### config.mk
export PLATFORM = sky130hd
export DESIGN_NAME = ppwm_steer
export DESIGN_NICKNAME = d
export VERILOG_FILES = /design/src/rtl/ppwm_pkg.sv /design/src/rtl/ppwm_timer.sv /design/src/rtl/ppwm_gate.sv /design/src/rtl/ppwm_steer_ctl.sv /design/src/rtl/ppwm_steer.sv
export SDC_FILE = /design/constraint.sdc
export NUM_CORES = 1
export LEC_CHECK = 0
export ABC_AREA = 1
export BUFFER_PORTS_ARGS = -buffer_cell sky130_fd_sc_hd__buf_2
export CORE_MARGIN = 3
export CORE_UTILIZATION = 35
export CTS_CLUSTER_SIZE = 40
export DETAILED_ROUTE_END_ITERATION = 8
export PLACE_DENSITY = 0.55
export SETUP_SLACK_MARGIN = 0.05
export SLEW_MARGIN = 20
export SYNTH_ARGS = -nofsm -noshare
export SYNTH_HDL_FRONTEND = slang
export SYNTH_SLANG_ARGS = --single-unit
### constraint.sdc
create_clock -name clk -period 2.2 [get_ports clk]
set_input_delay 0.33 -clock clk [delete_from_list [all_inputs] [get_ports clk]]
set_output_delay 0.33 -clock clk [all_outputs]
set_load 0.005 [all_outputs]
### src/rtl/ppwm_pkg.sv
package ppwm_pkg;

    typedef enum logic {
        SIDE_A = 1'b0,
        SIDE_B = 1'b1
    } side_e;

    // Timing marks shared by every stage of the block.
    typedef struct packed {
        logic blank;   // inside the dead-time window at the start of a period
        logic wrap;    // last cycle of the period (natural or sync restart)
    } tick_t;

    function automatic side_e other_side(input side_e s);
        return (s == SIDE_A) ? SIDE_B : SIDE_A;
    endfunction

endpackage

### src/rtl/ppwm_timer.sv
module ppwm_timer
    import ppwm_pkg::*;
#(
    parameter int PERIOD   = 40,
    parameter int BLANK    = 4,
    parameter int SYNC_MIN = 3,
    localparam int CNT_W   = $clog2(PERIOD)
) (
    input  logic             clk,
    input  logic             rst,
    input  logic             sync_in,
    output tick_t            tick,
    output logic [CNT_W-1:0] phase
);

    logic [CNT_W-1:0] cnt;
    logic             sync_hit;
    logic             wrap;

    // Sync qualification: a restart needs SYNC_MIN consecutive high samples.
    generate
        if (SYNC_MIN <= 1) begin : g_sync_direct
            assign sync_hit = sync_in;
        end else begin : g_sync_count
            localparam int SW = $clog2(SYNC_MIN + 1);
            logic [SW-1:0] run;
            always_ff @(posedge clk) begin
                if (rst) begin
                    run <= '0;
                end else if (!sync_in) begin
                    run <= '0;
                end else if (run != SW'(SYNC_MIN)) begin
                    run <= run + SW'(1);
                end
            end
            assign sync_hit = sync_in && (run == SW'(SYNC_MIN - 1));
        end
    endgenerate

    assign wrap = sync_hit || (cnt == CNT_W'(PERIOD - 1));

    always_ff @(posedge clk) begin
        if (rst) begin
            cnt <= '0;
        end else if (wrap) begin
            cnt <= '0;
        end else begin
            cnt <= cnt + CNT_W'(1);
        end
    end

    assign tick.blank = (cnt < CNT_W'(BLANK));
    assign tick.wrap  = wrap;
    assign phase      = cnt;

endmodule

### src/rtl/ppwm_gate.sv
module ppwm_gate
    import ppwm_pkg::*;
#(
    parameter int PERIOD  = 40,
    parameter int BLANK   = 4,
    parameter int DUTY_W  = 8,
    localparam int CNT_W  = $clog2(PERIOD),
    localparam int CMP_W  = ((CNT_W > DUTY_W) ? CNT_W : DUTY_W) + 1
) (
    input  logic              clk,
    input  logic              rst,
    input  tick_t             tick,
    input  logic [CNT_W-1:0]  phase,
    input  logic [DUTY_W-1:0] duty_cmd,
    input  logic              cur_lim,
    input  logic              shdn,
    input  logic              shdn_hold,
    output logic              fire
);

    logic [DUTY_W-1:0] duty_q;
    logic              ended;
    logic [CMP_W-1:0]  offset;
    logic              in_window;
    logic              want;

    // Cycles elapsed since the end of blanking.
    assign offset    = CMP_W'(phase - CNT_W'(BLANK));
    assign in_window = offset < CMP_W'(duty_q);

    assign want = !tick.blank && !shdn && !shdn_hold && !cur_lim && in_window;
    assign fire = want && !ended;

    always_ff @(posedge clk) begin
        if (rst) begin
            duty_q <= '0;
            ended  <= 1'b0;
        end else begin
            if (tick.blank) begin
                duty_q <= duty_cmd;
            end
            if (tick.wrap || tick.blank) begin
                ended <= 1'b0;
            end else if (!want) begin
                ended <= 1'b1;
            end
        end
    end

endmodule

### src/rtl/ppwm_steer_ctl.sv
module ppwm_steer_ctl
    import ppwm_pkg::*;
(
    input  logic  clk,
    input  logic  rst,
    input  tick_t tick,
    input  logic  shdn,
    input  logic  fire,
    output side_e side,
    output logic  shdn_hold
);

    logic pending;

    always_ff @(posedge clk) begin
        if (rst) begin
            side      <= SIDE_A;
            pending   <= 1'b0;
            shdn_hold <= 1'b0;
        end else begin
            if (shdn) begin
                shdn_hold <= 1'b1;
            end else if (tick.wrap) begin
                shdn_hold <= 1'b0;
            end

            if (tick.wrap && !shdn) begin
                if (pending || fire) begin
                    side <= other_side(side);
                end
                pending <= 1'b0;
            end else if (fire) begin
                pending <= 1'b1;
            end
        end
    end

endmodule

### src/rtl/ppwm_steer.sv
module ppwm_steer
    import ppwm_pkg::*;
#(
    parameter int PERIOD   = 40,
    parameter int BLANK    = 4,
    parameter int SYNC_MIN = 3,
    parameter int DUTY_W   = 8,
    localparam int CNT_W   = $clog2(PERIOD)
) (
    input  logic              clk,
    input  logic              rst,
    input  logic [DUTY_W-1:0] duty_cmd,
    input  logic              cur_lim,
    input  logic              shdn,
    input  logic              sync_in,
    output logic              out_a,
    output logic              out_b,
    output logic              sync_out
);

    tick_t            tick;
    logic [CNT_W-1:0] phase;
    logic             fire;
    logic             shdn_hold;
    side_e            side;

    ppwm_timer #(
        .PERIOD  (PERIOD),
        .BLANK   (BLANK),
        .SYNC_MIN(SYNC_MIN)
    ) u_timer (
        .clk    (clk),
        .rst    (rst),
        .sync_in(sync_in),
        .tick   (tick),
        .phase  (phase)
    );

    ppwm_gate #(
        .PERIOD(PERIOD),
        .BLANK (BLANK),
        .DUTY_W(DUTY_W)
    ) u_gate (
        .clk      (clk),
        .rst      (rst),
        .tick     (tick),
        .phase    (phase),
        .duty_cmd (duty_cmd),
        .cur_lim  (cur_lim),
        .shdn     (shdn),
        .shdn_hold(shdn_hold),
        .fire     (fire)
    );

    ppwm_steer_ctl u_steer (
        .clk      (clk),
        .rst      (rst),
        .tick     (tick),
        .shdn     (shdn),
        .fire     (fire),
        .side     (side),
        .shdn_hold(shdn_hold)
    );

    assign out_a    = fire && (side == SIDE_A);
    assign out_b    = fire && (side == SIDE_B);
    assign sync_out = tick.blank;

endmodule

After elaboration in Yosys (flattened, before gate mapping)

Index checks and enable logic that the tools add are counted.

Bits in latches: 0
Register bits after elaboration: 20
Input port bits: 13
RAM bits: 0
Memories: 0
Bits in read-only memories: 0
Output and inout port bits: 3
Logic and storage cells: 43

Magnitude comparators: 2
Bitwise logic cells: 2
Div/mod/pow operators: 0
Add/subtract/negate cells: 3
Multipliers: 0
Reductions and logical operators: 23
Eq/ne operators: 3
Shifts and indexed selects: 0
Muxes and demuxes: 3

Operators by type and width:

| cell                                                | number |
|---|---|
| logical AND 1 bit                                   | 9 |
| < comparator 9 x 8 -> 1 bit                         | 1 |
| OR reduction 2 bit                                  | 4 |
| subtractor 6 x 3 -> 7 bit (second input constant)   | 1 |
| adder 6 x 1 -> 6 bit (second input constant)        | 1 |
| == test 6 bit (second input constant)               | 1 |
| < comparator 6 x 3 -> 1 bit (second input constant) | 1 |
| logical NOT 1 bit                                   | 5 |
| logical OR 1 bit                                    | 3 |
| 2-to-1 mux 1 bit                                    | 3 |
| adder 2 x 1 -> 2 bit (second input constant)        | 1 |
| == test 2 bit (second input constant)               | 1 |
| inequality test 2 bit (second input constant)       | 1 |
| inverter 1 bit                                      | 2 |
| AND reduction 2 bit                                 | 1 |
| nonzero test 2 bit                                  | 1 |

Logic depth before layout (Yosys ltp)

Gate-level depths: netlist of the first run.

Depth after elaboration: 9
Mapped depth: 17
Gate-level depth less buffers: 16

Hierarchy

Synthesis of the first run repeated with hierarchy kept, for this count alone.

Cells, all modules: 148
Area, all modules: 1,114.8 um2

Modules (own cells, without submodules):

| module         | cells an instance | seq. area each (um2) | instances | area each (um2) |
|---|---|---|---|---|
| ppwm_gate      | 81                | 180.2                | 1         | 588.1 |
| ppwm_timer     | 46                | 160.2                | 1         | 389.1 |
| ppwm_steer_ctl | 17                | 60.1                 | 1         | 120.1 |
| ppwm_steer     | 4                 | 0.0                  | 1         | 17.5 |

Worst setup path before layout of the first run

OpenSTA, ideal clock, no wires.

Kind: flip-flop to output port
Start: reg u_timer.cnt[2] (netlist: u_timer.phase[2])
End: out out_a
Stages on the path, launching flop included: 14
Data arrival time: 1,680 ps
Required time: 1,870 ps
Path buffers: 0
Setup slack: 190 ps
Path through: dfxtp_1 inv_2 ha_1 xor2_1 ha_1 nand2_1 inv_1 nand2_1 nand3_1 nand2_1 nand2_1 nand2_1 nand2_2 nor2_1

Longest elaborated chain between the ends: 8
Elaborated cells between the ends (all ways): 10
Classes of those cells: 1 x add/sub; 2 x order compare; 7 x reduce/logical

RTL lines:

| item                                                                                | line             | text |
|---|---|---|
| start, declared                                                                     | ppwm_timer.sv:16 | `logic [CNT_W-1:0] cnt;` |
| start signal, assigned                                                              | ppwm_timer.sv:48 | `cnt <= cnt + CNT_W'(1);` |
| parallel branches: the longest is 5 deep, another holds < comparator 9 x 8 -> 1 bit | --               |  |
| logical AND 1 bit (*)                                                               | ppwm_gate.sv:31  | `assign want = !tick.blank && !shdn && !shdn_hold && !cur_lim && in_window;` |
| logical AND 1 bit (*)                                                               | ppwm_gate.sv:32  | `assign fire = want && !ended;` |
| logical AND 1 bit (*)                                                               | ppwm_steer.sv:65 | `assign out_a = fire && (side == SIDE_A);` |
| end, declared                                                                       | ppwm_steer.sv:16 | `output logic out_a,` |

Mark *: on every way between the ends.

Worst setup path in the final report of the first run

Start: reg u_timer.cnt[3] (netlist: u_timer.phase[3])
End: out out_a

Same word-level chain as after synthesis.

==> key figures, run 1 <==
Status
  • Status: finished, violations left
  • Failing checks: negative setup slack

Yosys
  • Synth Instances: 136
  • Synth top area share: 0.379
  • Post-synthesis cell type count: 24
  • Synth Flop Type: dfxtp_1
  • Post-synthesis async set-or-reset flop share: 0
  • Synth cell count leaders: dfxtp_1, inv_1, nand2_1, a21oi_1
  • Yosys warning total: 0
  • Synthesized area: 1060 sq um
  • Synth area leader: dfxtp_1
  • Sequential area share after synthesis: 0.379
  • Top cells by area, synth: dfxtp_1, ha_1, inv_1
  • Avg Cell Area, Syn: 7.77 sq um
  • Post-synth EDFFs: 0
  • Post-synthesis register bit count: 20
  • Net count after synthesis: 161

Timing
  • Tcrit/Tclk final: 1.08
  • Slew Limit Fails: 0
  • Final hold vios: 0
  • RSZ-0062 raised after global routing: true
  • Worst-margin pin slew: 335 ps
  • Final hold slack: 258 ps
  • Setup TNS: -360 ps
  • Clk_skew: 4.54 ps
  • Fmax: 0.419 GHz
  • Final setup fails: 2
  • Final setup margin: -185 ps
  • Final Critical Period: 2380 ps
  • Slew headroom: 0.776

Global routing
  • Global Route met1 Usage: 0.151
  • First-pass GRT wire length: 3680 microns
  • Vias in the first global route: 902
  • Antenna violations before repair: 0
  • Busiest grt layer: met2
  • Largest net degree at the start of global routing: 16
  • M3 GR Usage: 0.0319
  • Total grt overflow: 0
  • GRT Util Overall: 0.136
  • GR Layer Usage met2: 0.235

Layout
  • Fin nets: 186
  • Post-route cell area: 1270 sq um
  • Share of layout cells above drive strength 1: 0.281
  • Ant. Diodes: 0
  • Syn-to-layout area delta: 20.2%

Route
  • DRT antenna net count: 0
  • # DRC: 0
  • TritonRoute pass-1 iters: 4
  • Vias: 937
  • Initial DRC count: 48
  • Drt wl/cell: 10.8 microns
  • Vias/cell: 4.91
  • Drt total wl: 2070 microns

Placement
  • GP Congestion: 0.739
  • Port buffer count: 15
  • Dpl cell area: 1170 sq um
  • Dpl ws: 49.6 ps
  • Dpl hpwl: 1520 microns

CTS
  • Clk_lat worst skew: 310 ps
  • Sink Count: 20
  • H-tree lvl count: 1
  • CTS tree: built
  • Hold buffer count at CTS: 0
  • Total CTS buffers: 3
  • Max Root-Sink Buffers: 2
  • Clk pin slew, worst setup/hold paths: 120 ps
  • CTS root buf: clkbuf_4

Hold path
  • Hold Path Class: in -> reg
  • HP Start: duty_cmd[0]

Die
  • Die X: 61.0 microns
  • Row cnt: 19
  • Die extent in y: 61.0 microns
  • Core Area: 2830 sq um
  • Initial core utilization: 0.374
  • Die Area: 3720 sq um
  • Num ports: 16

Power
  • Leakage power: 0.606 nW
  • PwrDens: 583 nW/um^2
  • Worst VDD drop: 179 uV
  • Pwr Total: 742 uW

Worst setup path
  • Setup crit start: u_timer.phase[3]
  • Critical path peak fanout: 5
  • Worst-path cell chain: inv_4 > ha_4 > xor2_1 > ha_1 > nand2_1 > inv_1 > nand2_1 > nand3_1 > nand2_1 > nand2_1 > nand2_1 > nand2_2 > nor2_1 > buf_2
  • Most used cell, CP: nand2_1
  • Type of origin of the critical path: register
  • WP data required: 1870 ps
  • Worst EP arrival: 2050 ps
  • Critical path class: reg -> out
  • Endpoint class of the critical path: output port
  • Slowest CP cell: dfxtp_2
  • Worst path max stage delay: 370 ps
  • Reg2reg start: u_timer.phase[3]

Flow run
  • Max-Cap Viols: 0
==> path summary, 6_finish.rpt <==
| path | end | slack (ps) | cells past startpoint |
|---|---|---|---|
| worst max-delay path | out_a | -180 | 14 |
| worst min-delay path | u_gate.duty_q[0] | 260 | 3 |
| worst max register to register | u_steer.side | 260 | 15 |
| worst min register to register | u_steer.shdn_hold | 470 | 2 |
==> registers in the layout, indices dropped and copies added (netlist names) <==
name / count
u_gate.duty_q: 8
u_steer.side: 1
u_timer.g_sync_count.run: 2
u_steer.pending: 1
u_timer.phase: 6
u_steer.shdn_hold: 1
u_gate.ended: 1
==> metal layers <==
| layer | vias to the layer above | wire (microns) |
|---|---|---|
| met5 | - | 0 |
| met4 | 0 | 43 |
| met3 | 4 | 78 |
| met2 | 13 | 1070 |
| met1 | 438 | 879 |
| li1 | 482 | - |
==> logic make-up (layout without fill, tap and decap cells) <==
group	after synthesis	in the layout	share of synthesized area
and+or+nand+nor	49	49	0.224
AOI/OAI and AO/OA	25	25	0.127
DFF	20	20	0.379
xor gates and xnor gates	4	4	0.0331
adders and majority gates	12	12	0.142
buffers and inverters	26	50	0.0959
==> stage by stage <==
stage,util,instances
2_1_floorplan,-,136
3_3_place_gp,0.415,182
3_5_place_dp,0.415,182
4_1_cts,0.448,191
5_1_grt,0.449,191
6_report,0.449,191
==> critical path, delay by kind of cell (launching register included) <==
kind	cells	cell delay, ps
XOR/XNOR	1	140
adder cells (fa/ha/maj)	2	450
buffers and inverters	3	210
flip-flops	1	370
AND/OR/NAND/NOR	8	580
==> power breakdown <==
group / total [mW] / switching, mW / internal (mW)
clock: 0.221 / 0.120 / 0.101
combinational: 0.126 / 0.0701 / 0.0555
sequential: 0.395 / 0.0112 / 0.384
==> cells in the final DEF, fill, tap and decap left out, types with 2 or more instances in the layout <==
cell	n
inv_1	20
xnor2_1	2
xor2_1	2
buf_4	7
nor2_1	11
nand2_2	4
o21ai_0	8
nand4_1	2
dfxtp_2	2
nand3_1	4
nor2_2	4
clkbuf_4	3
nand2_1	19
buf_2	15
inv_4	2
a21oi_1	14
dfxtp_1	18
ha_1	11
inv_2	2
==> timing repair <==
item | 4_1_cts | 5_1_grt
setup buffers | 5 | 0
endpoints found under the setup margin | 2 | 2
resized for setup | 6 | 1
pin swaps | 3 | 2
==> layout make-up <==
type	instances	area (sq um)
Fill cell	278	1560
Multi-Input combinational cell	90	571
Sequential cell	20	403
Timing Repair Buffer	22	128
Inverter	24	95.1
Tap cell	31	38.8
Clock buffer	4	36.3
Note: power is estimated with default switching activity, not from simulation.
==> run 2: changes to the inputs <==
--- a/config.mk
+++ b/config.mk
@@ -7,11 +7,13 @@
 export LEC_CHECK = 0
 export ABC_AREA = 1
 export BUFFER_PORTS_ARGS = -buffer_cell sky130_fd_sc_hd__buf_2
+export CELL_PAD_IN_SITES_DETAIL_PLACEMENT = 0
+export CELL_PAD_IN_SITES_GLOBAL_PLACEMENT = 2
 export CORE_MARGIN = 3
-export CORE_UTILIZATION = 35
+export CORE_UTILIZATION = 31
 export CTS_CLUSTER_SIZE = 40
 export DETAILED_ROUTE_END_ITERATION = 8
-export PLACE_DENSITY = 0.55
+export PLACE_DENSITY = 0.77
 export SETUP_SLACK_MARGIN = 0.05
 export SLEW_MARGIN = 20
 export SYNTH_ARGS = -nofsm -noshare
==> run 2 against run 1 <==
Final cell count up 7.3%. Combinational power about the same. Critical path type unchanged. The flow still finishes with violations (negative setup slack). Sequential power hardly changed. Clock-buffer cell count decreased by 1.
==> key figures, run 2 (synthesized netlist as in run 1, its figures left out) <==
Placement
  • Dpl hpwl: 1600 microns
  • DP Cell Count: 195
  • GP Congestion: 0.735
  • Dpl ws: 53.6 ps
  • Dpl cell area: 1190 sq um
  • Port buffer count: 15

CTS
  • Hold buffer count at CTS: 0
  • H-tree lvl count: 1
  • Sink Count: 20
  • Clk_lat worst skew: 300 ps
  • Clk pin slew, worst setup/hold paths: 110 ps
  • CTS root buf: clkbuf_4
  • CTS tree: built
  • Total CTS buffers: 3
  • Max Root-Sink Buffers: 2

Worst setup path
  • Endpoint class of the critical path: output port
  • Worst-path cell chain: inv_4 > ha_4 > xor2_1 > ha_1 > nand2_1 > nor2_1 > nand2_1 > nand3_1 > nand2_1 > nand2_1 > nand2_1 > nand2_2 > nor2_1 > buf_2
  • Most used cell, CP: nand2_1
  • Worst path max stage delay: 360 ps
  • Critical path peak fanout: 3
  • Critical path class: reg -> out
  • Type of origin of the critical path: register
  • Slowest CP cell: dfxtp_2
  • WP data required: 1870 ps
  • Worst EP arrival: 1970 ps

Timing
  • Tcrit/Tclk final: 1.04
  • Clk_skew: 5.29 ps
  • Slew headroom: 0.762
  • Final Critical Period: 2300 ps
  • Final setup margin: -98.6 ps
  • Fmax: 0.435 GHz
  • Final setup fails: 2
  • Slew Limit Fails: 0
  • Worst-margin pin slew: 357 ps
  • RSZ-0062 raised after global routing: true
  • Final hold vios: 0
  • Setup TNS: -197 ps

Layout
  • Most frequent cells in the layout: inv_1, nand2_1, dfxtp_1
  • Share of layout cells above drive strength 1: 0.286
  • Fin util: 0.409
  • Non-Filler Instances: 205
  • Max reg flops: 8
  • Largest Register: u_gate.duty_q
  • Ant. Diodes: 0
  • Fin nets: 188
  • Most common cell after layout, fill and taps aside: inv_1
  • Post-route cell area: 1290 sq um
  • Syn-to-layout area delta: 22.0%

Flow run
  • Max-Cap Viols: 0

Route
  • # DRC: 0
  • Initial DRC count: 23
  • Drt wl/cell: 9.98 microns
  • Vias/cell: 4.30
  • TritonRoute pass-1 iters: 4
  • Vias: 881
  • DRT antenna net count: 0
  • Drt total wl: 2050 microns

Power
  • Clock power frac: 0.246
  • Worst VDD drop: 389 uV
  • Gate power share: 0.183
  • Net switching power: 188 uW
  • Flop pwr share: 0.571
  • PwrDens: 537 nW/um^2
  • Sw frac: 0.272
  • Leakage power: 0.608 nW
  • Internal power: 504 uW

Die
  • Die extent in y: 64.4 microns
  • Die X: 64.4 microns
  • Row cnt: 20
  • Die Area: 4150 sq um
  • Initial core utilization: 0.335
  • Core Area: 3150 sq um
  • Num ports: 16

Global routing
  • Vias in the first global route: 846
  • Largest net degree at the start of global routing: 16
  • Antenna violations before repair: 0
  • GRT Util Overall: 0.115
  • Total grt overflow: 0
  • First-pass GRT wire length: 3710 microns

Hold path
  • Hold Path Class: in -> reg

Status
  • Failing checks: negative setup slack
  • Status: finished, violations left
==> run 2: cell count changes in the layout (fill, tap and decap cells not counted) <==
cell | previous run | this run
a21oi_2 | 0 | 1
nor2_2 | 4 | 3
a21oi_1 | 14 | 13
nor2_1 | 11 | 12
buf_4 | 7 | 9
clkbuf_8 | 1 | 0
==> run 2: final timing paths <==
path	startpoint	end	slack, ps	cells past startpoint
setup / recovery	u_timer.phase[3]	out_a	-100	14
hold / removal	duty_cmd[0]	u_gate.duty_q[0]	280	3
setup reg to reg	u_timer.phase[3]	u_steer.side	260	16
hold reg to reg	u_steer.shdn_hold	u_steer.shdn_hold	460	2
==> run 2: layout make-up <==
class / instances / area (sq um)
inverter: 24 / 95.1
multi-input combinational: 90 / 572
fill: 343 / 1860
tap: 44 / 55.1
clock buffer: 3 / 22.5
timing repair buffer: 24 / 143
sequential: 20 / 403
==> run 2: metal layers <==
metal  share of wire  vias up  global-route usage
li1                -      483                   -
met1            0.48      387               0.138
met2            0.47        9               0.189
met3           0.049        2              0.0475
met4          0.0093        0              0.0317
met5               0        -                   0
==> run 2: power by group through the flow <==
stage	logic [mW]	registers, mW	clock network, mW
6_report	0.127	0.396	0.170
5_1_grt	0.150	0.398	0.202
4_1_cts	0.129	0.396	0.186
3_5_place_dp	0.121	0.404	0
3_3_place_gp	0.117	0.402	0
2_1_floorplan	0.0856	0.401	0
==> run 2: per-stage QoR <==
step	power (mW)	hold slack, ps
detailed placement	0.524	453
global placement	0.519	444
CTS	0.711	271
floorplan	0.486	430
finish	0.692	282
global route	0.751	289
==> run 2: what timing repair did <==
item	in CTS	in global routing
pin swaps	3	0
resized for setup	6	1
gates cloned	0	0
setup endpoints to repair	2	3
buffers inserted	6	1
==> run 2: worst max-delay path, delay by kind of cell, from the launching register on <==
kind                     cells  cell delay [ps]
flip-flops                   1              360
XOR/XNOR                     1              140
AND/OR/NAND/NOR              9              540
buffers and inverters        2              170
adder cells (fa/ha/maj)      2              450
==> run 3: changes to the inputs <==
--- a/config.mk
+++ b/config.mk
@@ -14,6 +14,7 @@
 export CTS_CLUSTER_SIZE = 40
 export DETAILED_ROUTE_END_ITERATION = 8
 export PLACE_DENSITY = 0.77
+export REMOVE_ABC_BUFFERS = 1
 export SETUP_SLACK_MARGIN = 0.05
 export SLEW_MARGIN = 20
 export SYNTH_ARGS = -nofsm -noshare
==> run 3 against run 2 <==
The flow still finishes with violations (negative setup slack). Sequential cell count unchanged. Global-route usage decreased by 0.71 points. Clock power increased by 27%. Sequential power about the same. Via count increased by 0.45%. Final cell count unchanged. Utilization increased by 0.32 points. Wire length decreased by 1.7%. Fmax decreased by 1.8%. Largest cell class unchanged.
==> key figures, run 3 (synthesized netlist as in run 1, its figures left out) <==
Status
  • Status: finished, violations left
  • Failing checks: negative setup slack

Layout
  • Largest Register: u_gate.duty_q
  • Ant. Diodes: 0
  • Fin nets: 187
  • Post-route cell area: 1300 sq um
  • Fin util: 0.412
  • Fill cells: 345
  • Most frequent cells in the layout: inv_1, nand2_1, dfxtp_1
  • Syn-to-layout area delta: 23.0%
  • Max reg flops: 8
  • Most common cell after layout, fill and taps aside: inv_1
  • Share of layout cells above drive strength 1: 0.292
  • Non-Filler Instances: 205

Global routing
  • Total grt overflow: 0
  • GRT Util Overall: 0.108
  • Antenna violations before repair: 0
  • Vias in the first global route: 826
  • First-pass GRT wire length: 3500 microns
  • Largest net degree at the start of global routing: 16

CTS
  • CTS root buf: clkbuf_4
  • Hold buffer count at CTS: 0
  • Max Root-Sink Buffers: 2
  • Clk_lat worst skew: 310 ps
  • Clk pin slew, worst setup/hold paths: 120 ps
  • Sink Count: 20
  • H-tree lvl count: 1
  • CTS tree: built
  • Total CTS buffers: 3

Worst setup path
  • Critical path class: reg -> out
  • Critical path peak fanout: 3
  • Worst EP arrival: 2010 ps
  • Endpoint class of the critical path: output port
  • Type of origin of the critical path: register
  • WP data required: 1870 ps

Route
  • # DRC: 0
  • Drt wl/cell: 9.80 microns
  • Initial DRC count: 35
  • TritonRoute pass-1 iters: 5
  • Vias: 885
  • DRT antenna net count: 0
  • Vias/cell: 4.32
  • Drt total wl: 2010 microns

Timing
  • Slew Limit Fails: 0
  • Fmax: 0.427 GHz
  • Final setup margin: -141 ps
  • Final Critical Period: 2340 ps
  • Tcrit/Tclk final: 1.06
  • Clk_skew: 7.95 ps
  • Worst-margin pin slew: 344 ps
  • RSZ-0062 raised after global routing: true
  • Final hold vios: 0
  • Slew headroom: 0.770
  • Final setup fails: 2
  • Setup TNS: -267 ps

Die
  • Die extent in y: 64.4 microns
  • Core Area: 3150 sq um
  • Row cnt: 20
  • Num ports: 16
  • Die Area: 4150 sq um
  • Die X: 64.4 microns
  • Initial core utilization: 0.335

Placement
  • Port buffer count: 15
  • Dpl hpwl: 1530 microns
  • GP Congestion: 0.718
  • Dpl ws: 67.2 ps
  • Dpl cell area: 1190 sq um
  • DP Cell Count: 195

Flow run
  • Max-Cap Viols: 0

Hold path
  • Hold Path Class: in -> reg

Power
  • PwrDens: 568 nW/um^2
  • Leakage power: 0.613 nW
  • Worst VDD drop: 357 uV
==> run 3: worst paths after layout <==
check	startpoint	end	slack [ps]	cells after the start
setup / recovery	u_timer.phase[3]	out_a	-140	14
hold / removal	duty_cmd[0]	u_gate.duty_q[0]	240	3
setup reg to reg	u_timer.phase[3]	u_steer.side	220	16
hold reg to reg	u_steer.shdn_hold	u_steer.shdn_hold	460	2
==> run 3: layout make-up <==
class                   instances  area, sq um  area share
clock buffers                   4         36.3      0.0279
multi-input cells              90          576       0.443
flip-flops and latches         20          403       0.310
inverters                      24         95.1      0.0731
repair buffers                 23          135       0.104
well taps                      44         55.1      0.0423
==> run 3: worst max-delay path: stages (launching register included) <==
cell	delay, ps
dfxtp_2	370
inv_4	50
ha_4	150
xor2_1	140
ha_1	310
nand2_1	90
inv_1	40
nand2_1	50
nand3_1	70
nand2_1	60
nand2_1	50
nand2_1	70
nand2_2	70
nor2_1	90
buf_2	110
==> run 3: report_power, final <==
| part | switching, mW | internal (mW) |
|---|---|---|
| logic | 0.0697 | 0.0567 |
| clock network | 0.115 | 0.101 |
| registers | 0.0116 | 0.384 |
| total | 0.197 | 0.541 |
==> run 3: metal layers <==
layer / track usage / wire [microns]
met1: 0.140 / 1010
met4: 0.0369 / 19
met3: 0.0457 / 121
met5: 0 / 0
met2: 0.161 / 861
==> run 3: repair_timing <==
item | CTS | global route
setup endpoints to repair | 2 | 2
cloned | 0 | 0
setup buffers | 6 | 0
pin swaps | 3 | 3
gates resized for setup | 6 | 2
==> run 3: per-stage QoR <==
stage          hold WS [ps]  power [mW]
2_1_floorplan           430       0.484
3_3_place_gp            451       0.519
3_5_place_dp            448       0.522
4_1_cts                 230       0.752
5_1_grt                 235       0.795
6_report                241       0.738
